`src/rtl/txdir_pkg.sv`:
```
package txdir_pkg;
  typedef enum logic [1:0] {
    ST_IDLE = 2'd0,
    ST_SEND = 2'd1,
    ST_HOLD = 2'd2
  } dir_state_e;
endpackage

```
`src/rtl/txdir_subtick.sv`:
```
// Counts oversample ticks during a hold and strobes once per bit period.
module txdir_subtick #(
  parameter int OS_RATIO = 16,
  localparam int SUB_W = (OS_RATIO > 1) ? $clog2(OS_RATIO) : 1
) (
  input  logic clk,
  input  logic rst_n,
  input  logic clr_i,
  input  logic run_i,
  input  logic tick_i,
  output logic bit_stb_o
);
  localparam logic [SUB_W-1:0] SUB_LAST = SUB_W'(OS_RATIO - 1);

  logic [SUB_W-1:0] sub_q, sub_d;
  logic             sub_en;
  logic             at_last;

  assign at_last   = (sub_q == SUB_LAST);
  assign bit_stb_o = run_i & tick_i & at_last & ~clr_i;
  assign sub_en    = clr_i | (run_i & tick_i);

  always_comb begin
    sub_d = sub_q;
    if (clr_i) begin
      sub_d = '0;
    end else if (run_i && tick_i) begin
      sub_d = at_last ? '0 : sub_q + 1'b1;
    end
  end

  always_ff @(posedge clk or negedge rst_n) begin
    if (!rst_n) begin
      sub_q <= '0;
    end else if (sub_en) begin
      sub_q <= sub_d;
    end
  end

  // two bit strobes are always at least one full bit period apart
  assert_stb_spacing_R3: assert property (@(posedge clk) disable iff (!rst_n)
    bit_stb_o |=> !bit_stb_o);

  // with no tick and no clear the phase does not move
  assert_idle_phase_R9: assert property (@(posedge clk) disable iff (!rst_n)
    (!tick_i && !clr_i) |=> $stable(sub_q));
endmodule

```
`src/rtl/txdir_holdcnt.sv`:
```
// Remaining hold length in bit periods, captured at the start of a hold.
module txdir_holdcnt #(
  parameter int DLY_W = 8
) (
  input  logic             clk,
  input  logic             rst_n,
  input  logic             load_i,
  input  logic [DLY_W-1:0] load_val_i,
  input  logic             dec_i,
  output logic             last_o
);
  logic [DLY_W-1:0] cnt_q, cnt_d;
  logic             cnt_en;

  assign cnt_en = load_i | dec_i;
  assign last_o = (cnt_q == DLY_W'(1));

  always_comb begin
    cnt_d = cnt_q;
    if (load_i) begin
      cnt_d = load_val_i;
    end else if (dec_i) begin
      cnt_d = cnt_q - 1'b1;
    end
  end

  always_ff @(posedge clk or negedge rst_n) begin
    if (!rst_n) begin
      cnt_q <= '0;
    end else if (cnt_en) begin
      cnt_q <= cnt_d;
    end
  end

  // outside a capture or a bit strobe the remaining length is frozen
  assert_hold_frozen_R7: assert property (@(posedge clk) disable iff (!rst_n)
    (!load_i && !dec_i) |=> $stable(cnt_q));

  // a bit strobe never arrives with nothing left to count
  assert_no_underflow_R3: assert property (@(posedge clk) disable iff (!rst_n)
    (dec_i && !load_i) |-> (cnt_q != '0));
endmodule

```
`src/rtl/txdir_fsm.sv`:
```
// Idle / sending / holding sequencer for the driver enable.
module txdir_fsm
  import txdir_pkg::*;
(
  input  logic clk,
  input  logic rst_n,
  input  logic active_i,
  input  logic hold_zero_i,
  input  logic bit_stb_i,
  input  logic hold_last_i,
  output logic load_o,
  output logic in_hold_o,
  output logic en_o
);
  dir_state_e state_q, state_d;

  always_comb begin
    state_d = state_q;
    load_o  = 1'b0;
    unique case (state_q)
      ST_IDLE: begin
        if (active_i) state_d = ST_SEND;
      end
      ST_SEND: begin
        if (!active_i) begin
          if (hold_zero_i) begin
            state_d = ST_IDLE;
          end else begin
            state_d = ST_HOLD;
            load_o  = 1'b1;
          end
        end
      end
      ST_HOLD: begin
        if (active_i) begin
          state_d = ST_SEND;
        end else if (bit_stb_i && hold_last_i) begin
          state_d = ST_IDLE;
        end
      end
      default: state_d = ST_IDLE;
    endcase
  end

  always_ff @(posedge clk or negedge rst_n) begin
    if (!rst_n) begin
      state_q <= ST_IDLE;
    end else begin
      state_q <= state_d;
    end
  end

  assign in_hold_o = (state_q == ST_HOLD);
  assign en_o      = (state_q != ST_IDLE);

  // activity at an edge means the enable is on after it
  assert_assert_on_activity_R2: assert property (@(posedge clk) disable iff (!rst_n)
    active_i |=> en_o);

  // a running enable never drops while activity is present
  assert_no_glitch_R6: assert property (@(posedge clk) disable iff (!rst_n)
    (en_o && active_i) |=> (en_o && !in_hold_o));

  // zero hold releases on the first idle edge
  assert_zero_release_R4: assert property (@(posedge clk) disable iff (!rst_n)
    (en_o && !in_hold_o && !active_i && hold_zero_i) |=> !en_o);

  // a hold ends only on a bit strobe
  assert_hold_exit_R3: assert property (@(posedge clk) disable iff (!rst_n)
    (in_hold_o && !active_i && !bit_stb_i) |=> in_hold_o);
endmodule

```
`src/rtl/txdir_ctrl.sv`:
```
// RS-485 driver-enable control: top level.
module txdir_ctrl #(
  parameter int DLY_W    = 8,
  parameter int OS_RATIO = 16
) (
  input  logic             clk,
  input  logic             rst_n,
  input  logic             txf_empty_i,
  input  logic             txsr_busy_i,
  input  logic             os_tick_i,
  input  logic [DLY_W-1:0] hold_bits_i,
  input  logic             pol_inv_i,
  output logic             dir_o
);
  logic active;
  logic hold_zero;
  logic load;
  logic in_hold;
  logic en;
  logic bit_stb;
  logic hold_last;

  assign active    = ~txf_empty_i | txsr_busy_i;
  assign hold_zero = (hold_bits_i == '0);

  txdir_fsm u_fsm (
    .clk         (clk),
    .rst_n       (rst_n),
    .active_i    (active),
    .hold_zero_i (hold_zero),
    .bit_stb_i   (bit_stb),
    .hold_last_i (hold_last),
    .load_o      (load),
    .in_hold_o   (in_hold),
    .en_o        (en)
  );

  txdir_subtick #(.OS_RATIO(OS_RATIO)) u_subtick (
    .clk       (clk),
    .rst_n     (rst_n),
    .clr_i     (load),
    .run_i     (in_hold),
    .tick_i    (os_tick_i),
    .bit_stb_o (bit_stb)
  );

  txdir_holdcnt #(.DLY_W(DLY_W)) u_holdcnt (
    .clk        (clk),
    .rst_n      (rst_n),
    .load_i     (load),
    .load_val_i (hold_bits_i),
    .dec_i      (bit_stb),
    .last_o     (hold_last)
  );

  // Asserted level follows the polarity select: low normally, high when inverted.
  assign dir_o = pol_inv_i ? en : ~en;

  // straight after reset the enable is off
  assert_reset_off_R1: assert property (@(posedge clk)
    $rose(rst_n) |-> !en);
endmodule

```
`config.mk`:
```
export PLATFORM = sky130hd
export DESIGN_NAME = txdir_ctrl
export DESIGN_NICKNAME = d
export VERILOG_FILES = /design/src/rtl/txdir_pkg.sv /design/src/rtl/txdir_subtick.sv /design/src/rtl/txdir_holdcnt.sv /design/src/rtl/txdir_fsm.sv /design/src/rtl/txdir_ctrl.sv
export SDC_FILE = /design/constraint.sdc
export NUM_CORES = 1
export LEC_CHECK = 0
export BUFFER_PORTS_ARGS = -buffer_cell sky130_fd_sc_hd__buf_4
export CAP_MARGIN = 20
export CORE_MARGIN = 3
export CORE_UTILIZATION = 55
export CTS_BUF_LIST = sky130_fd_sc_hd__clkbuf_4 sky130_fd_sc_hd__clkbuf_8 sky130_fd_sc_hd__clkbuf_16
export DETAILED_ROUTE_END_ITERATION = 12
export PLACE_DENSITY_LB_ADDON = 0.15
export SLEW_MARGIN = 10
export SYNTH_ARGS = -nofsm -noshare
export SYNTH_HDL_FRONTEND = slang
export SYNTH_SLANG_ARGS = --single-unit
```
`constraint.sdc`:
```
create_clock -name clk -period 3.6 [get_ports clk]
set_clock_uncertainty 0.05 [all_clocks]
set_input_delay 0.18 -clock clk [delete_from_list [all_inputs] [get_ports clk]]
set_output_delay 0.18 -clock clk [all_outputs]
set_load 0.02 [all_outputs]
```
# --- Yosys cells after proc, flatten, opt, wreduce, memory -nomap -nowiden ---
# Cells that the tools add are included.
word_totals:
  reg_bits: 14
  in_bits: 14
  output_inout_bits: 1
  elab_cells: 46
op_classes:
  add_sub_neg: 2
  n_eq_ne: 7
  n_mux: 15
  bitwise: 9
  n_reduce_logical: 10
op_table:
  columns: ["op", "n"]
  rows:
  - ["2-to-1 mux 8 bit", 2]
  - ["2-to-1 mux 4 bit", 3]
  - ["2-to-1 mux 2 bit", 5]
  - ["equality test 8 x 1 -> 1 bit (second input constant)", 1]
  - ["logical NOT 8 bit", 1]
  - ["subtractor 8 x 1 -> 8 bit (second input constant)", 1]
  - ["one-hot mux 2 bit (3 select lines)", 1]
  - ["nonzero test 2 bit", 3]
  - ["adder 4 x 1 -> 4 bit (second input constant)", 1]
  - ["equality test 4 bit (second input constant)", 1]
  - ["2-to-1 mux 1 bit", 4]
  - ["AND reduction 2 bit", 2]
  - ["bitwise AND 1 bit", 3]
  - ["inequality test 3 bit (second input constant)", 1]
  - ["NOT 1 bit", 3]
  - ["bitwise OR 1 bit", 3]
  - ["AND reduction 3 bit", 1]
  - ["equality test 2 x 1 -> 1 bit (second input constant)", 1]
  - ["equality test 2 bit (second input constant)", 1]
  - ["logical AND 1 bit", 2]
  - ["logical NOT 2 bit", 1]
  - ["inequality test 2 x 1 -> 1 bit (second input constant)", 1]
  - ["inequality test 2 bit (second input constant)", 1]

# --- Longest topological paths before layout ---
depth:
  ltp_word: 10
  mapped_depth: 5
  ltp_nobuf: 5

# --- Modules after synthesis ---
# A second synthesis with hierarchy kept.
unflattened:
  cells_unflattened: 89
  area_unflattened_um2: 812.0
modules_own_cells:
  columns: ["mod", "instances", "cells_each", "area_per_inst_um2"]
  rows:
  - ["txdir_holdcnt", 1, 50, 460.4]
  - ["txdir_subtick", 1, 23, 210.2]
  - ["txdir_fsm", 1, 11, 107.6]
  - ["txdir_ctrl", 1, 5, 33.8]

# --- Worst setup path after synthesis ---
# OpenSTA, ideal clock, no wires.
synth_path:
  path_type: "reg-to-reg"
  from: "register u_subtick.sub_q[0]"
  to: "register u_fsm.state_q[1]"
  arrival_ps: 1524
  path_slack_ps: 1905
  stages_incl_launch_ff: 6
  period_less_slack_ps: 1695
  cell_sequence: "dfrtp_1 > ha_1 > and3_2 > nand2_4 > or4b_1 > a41o_1"
synth_between:
  elab_chain_len: 6
synth_rtl:
  columns: ["item", "line_no", "text"]
  rows:
  - ["start: declaration", "txdir_subtick.sv:15", "logic [SUB_W-1:0] sub_q, sub_d;"]
  - ["start signal: assignment", "txdir_subtick.sv:36", "sub_q <= sub_d;"]
  - ["equality test 4 bit", "txdir_subtick.sv:19", "assign at_last = (sub_q == SUB_LAST);"]
  - ["bitwise AND 1 bit (2 in series)", "txdir_subtick.sv:20", "assign bit_stb_o = run_i & tick_i & at_last & ~clr_i;"]
  - ["logical AND 1 bit", "txdir_fsm.sv:37", "end else if (bit_stb_i && hold_last_i) begin"]
  - ["inequality test 3 bit (no source line)", null, null]
  - ["AND reduction 3 bit (no source line)", null, null]
  - ["end signal: assignment", "txdir_fsm.sv:49", "state_q <= state_d;"]
  - ["end: declaration", "txdir_fsm.sv:15", "dir_state_e state_q, state_d;"]
# No other way between the ends.
# A chain may end at the register's enable or synchronous reset.

# --- Worst setup path in the final report ---
layout_path:
  from: "register u_fsm.state_q[0]"
  to: "register u_fsm.state_q[1]"
layout_between:
  elab_chain_len: 7
layout_rtl:
  columns: ["item", "line_no"]
  rows:
  - ["equality test 2 bit / equality test 2 x 1 -> 1 bit (equally long branches)", "txdir_fsm.sv:20, txdir_fsm.sv:53"]
  - ["bitwise AND 1 bit / 2-to-1 mux 1 bit (equally long branches)", "txdir_subtick.sv:20, txdir_fsm.sv:20"]
  - ["bitwise AND 1 bit / NOT 1 bit (equally long branches)", "txdir_subtick.sv:20"]
  - ["bitwise AND 1 bit", "txdir_subtick.sv:20"]
  - ["logical AND 1 bit", "txdir_fsm.sv:37"]
  - ["inequality test 3 bit (no source line)", null]
  - ["AND reduction 3 bit (no source line)", null]
# Several ways; a longest one is shown, not always the timed one.

==> results.yml <==
run_status:
  status: "finished clean"
sta:
  min_period_ns: 1.853
  whs_ns: 0.06038
  hold_violations: 0
  period_share: 0.5147
  fmax_ghz: 0.5397
  rsz0062_at_grt: "false"
  tns_ns: 0
  worstMarginPinSlew_ns: 0.5490
  relSlewSlack: 0.6306
  slew_viol_final: 0
  finalSetupViolCount: 0
yosys:
  synth_async_sr_flop_share: 1.000
  synth-edff-count: 0
  ys_seq_area_frac: 0.4100
  synth_area_um2: 854.6
  synth.most_common_cell: "dfrtp_1"
  synth_area_leader_cell: "dfrtp_1"
  syn_avg_cell_area_um2: 9.823
  ys_dominant_reg_cell: "dfrtp_1"
  yosys-top-cells-area: "dfrtp_1 (41%), xor2_1 (5.1%), ha_1 (4.4%)"
  ys_warn_count: 0
  synth_cells: 87
  ys_types: 38
  synth-seq-cells: 14
  synth_nets: 104
  ys_top_cells_by_count: "dfrtp_1 (14), nor2_1 (9), nand2_1 (7)"
  netlist.area_leader.share: 0.4100
critical_path:
  crit_type: "reg -> reg"
  start_kind: "flip-flop"
  worstPathMaxFanout: 7
  worst_setup_path_end_kind: "flip-flop"
  crit_chain: "and3b_1 > nand2_4 > or4b_1 > a41o_1"
  slowest_stage: "or4b_1"
  cpPeakStageDelay_ns: 0.51
  critPathRequiredTime_ns: 3.73
  cp_data_arrival_time_ns: 1.98
clocking:
  htreeDepth: 1
  cts_inserted_buffers: 3
  clkTransAtPathRegs_ns: 0.09
  worstSkewPairLatency_ns: 0.29
  cts_setup_buffers: 0
  cts_tree: "built"
  cts_root_buf: "clkbuf_4"
  clockBufferDepth: 2
  cts_sinks: 14
die:
  core-area_um2: 1383
  fp.dieW_um: 45.42
  io_pins: 15
  die_area_um2: 2063
  fp.dieH_um: 45.42
  std_cell_rows: 13
  start_util: 0.6181
final_layout:
  nNetsFinal: 122
  antennaDiodeCount: 0
  area_growth_pct: 17.72
  fillers: 101
  layout-drive-gt1-share: 0.2308
  post-route-util: 0.7276
power:
  p_sw_w: 0.0001452
  ir_worst_vdd_mv: 0.2632
  power_density_nw_per_um2: 451.2
  p_seq_frac: 0.482
  pwr-share-comb: 0.258
  power.share.switching: 0.3199
  p_leak_nw: 0.4735
  p_clk_frac: 0.260
  internal_power_w: 0.0003087
grt:
  antenna_found_initial: 0
  grt_max_degree: 15
  grt_util_all_layers: 0.2110
  grt.overflow.total: 0
  grt_use_met1: 0.3025
  met3_usage: 0.02767
  grt_pass1_wl_um: 3167
  grt_use_met2: 0.3092
  first_global_vias: 702
  grt_busiest_layer: "met2"
drt:
  drt_iter0_markers: 37
  routed_via_density: 5.849
  postRouteAntennaNets: 0
  drcViolationCount: 0
  avgRoutedWirePerCell_um: 14.84
  routed_wl_um: 1766
  vias: 696
  drt_first_pass_iters: 4
placed_design:
  gp_congestion: 0.8113
  dpl.hpwl_um: 1338
  io_buffers: 14
worst_hold_path:
  min_path_type: "in -> reg"
job:
  maxCapViolations: 0
-- layout by cell type (no fill, tap or decap), drive strengths merged, types with 4 or more instances in the layout --
cell type / instances
nand2: 8
dfrtp: 14
clkbuf: 4
o21ai: 5
inv: 5
nor2: 9
buf: 14
xor2: 5
-- registers in the layout, summed over array words and instances, names as in the netlist --
register	flops
u_subtick.sub_q	4
u_fsm.state_q	2
u_holdcnt.cnt_q	8
-- metal layers --
layer  part of all wire  vias to the layer above  wire length, um
li1                   -                      349                -
met4              0.012                        0               22
met5                  0                        -                0
met2               0.45                       24              794
met3              0.069                        2              122
met1               0.47                      321              826
-- what timing repair did --
action | 4_1_cts | 5_1_grt
resized for setup | 0 | 0
endpoints found under the hold margin | 14 | 0
hold buffers | 1 | 0
-- stage by stage --
step | power, W | setup slack, ns | instances | cell area (um^2)
2_1_floorplan | 0.0002970 | 1.905 | 87 | 854.6
3_3_place_gp | 0.0003331 | 1.770 | 114 | 959.7
3_5_place_dp | 0.0003369 | 1.755 | 114 | 959.7
4_1_cts | 0.0004544 | 1.732 | 119 | 1006
5_1_grt | 0.0004854 | 1.649 | 119 | 1006
6_report | 0.0004539 | 1.747 | 119 | 1006
-- critical path, delay by kind of cell (launching register included) --
family             cells  cell delay (ns)
DFF                    1             0.42
and+or+nand+nor        3             1.02
AOI/OAI and AO/OA      1             0.25
-- cells by family (layout without fill, tap and decap cells) --
kind of cell | after synthesis | after routing | share of synthesized area
buffers and inverters | 7 | 24 | 0.04393
adder cells (fa/ha/maj) | 3 | 3 | 0.04393
XOR/XNOR | 7 | 7 | 0.07174
flip-flops | 14 | 14 | 0.4100
AND/OR/NAND/NOR | 36 | 36 | 0.2489
AO/OA/AOI/OAI | 20 | 20 | 0.1816
-- final timing paths --
path	to	start	slack, ns	cells past startpoint
worst min register to register	u_fsm.state_q[0]	u_fsm.state_q[0]	0.48	1
worst max register to register	u_fsm.state_q[1]	u_fsm.state_q[0]	1.75	4
max in group asynchronous	u_subtick.sub_q[0]	rst_n	3.10	2
worst max-delay path	u_fsm.state_q[1]	u_fsm.state_q[0]	1.75	4
worst min-delay path	u_holdcnt.cnt_q[6]	hold_bits_i[6]	0.06	3
min in group asynchronous	u_holdcnt.cnt_q[5]	rst_n	0.23	2
-- area by class of cell --
| type | instances | area [um^2] | share of cell area |
|---|---|---|---|
| Clock buffer | 4 | 36.28 | 0.03607 |
| Inverter | 5 | 18.77 | 0.01866 |
| Multi-Input combinational cell | 66 | 466.7 | 0.4639 |
| Sequential cell | 14 | 350.3 | 0.3483 |
| Tap cell | 15 | 18.77 | 0.01866 |
| Timing Repair Buffer | 15 | 115.1 | 0.1144 |
-- power by group through the flow --
stage | Combinational [W] | Sequential (W) | Clock (W)
finish | 0.000117 | 0.000219 | 0.000118
global route | 0.000135 | 0.000224 | 0.000127
CTS | 0.000117 | 0.000218 | 0.000119
detailed placement | 0.000116 | 0.000221 | 0
global placement | 0.000112 | 0.000221 | 0
floorplan | 0.0000841 | 0.000213 | 0
No activity file was read; power rests on OpenSTA's default activity.
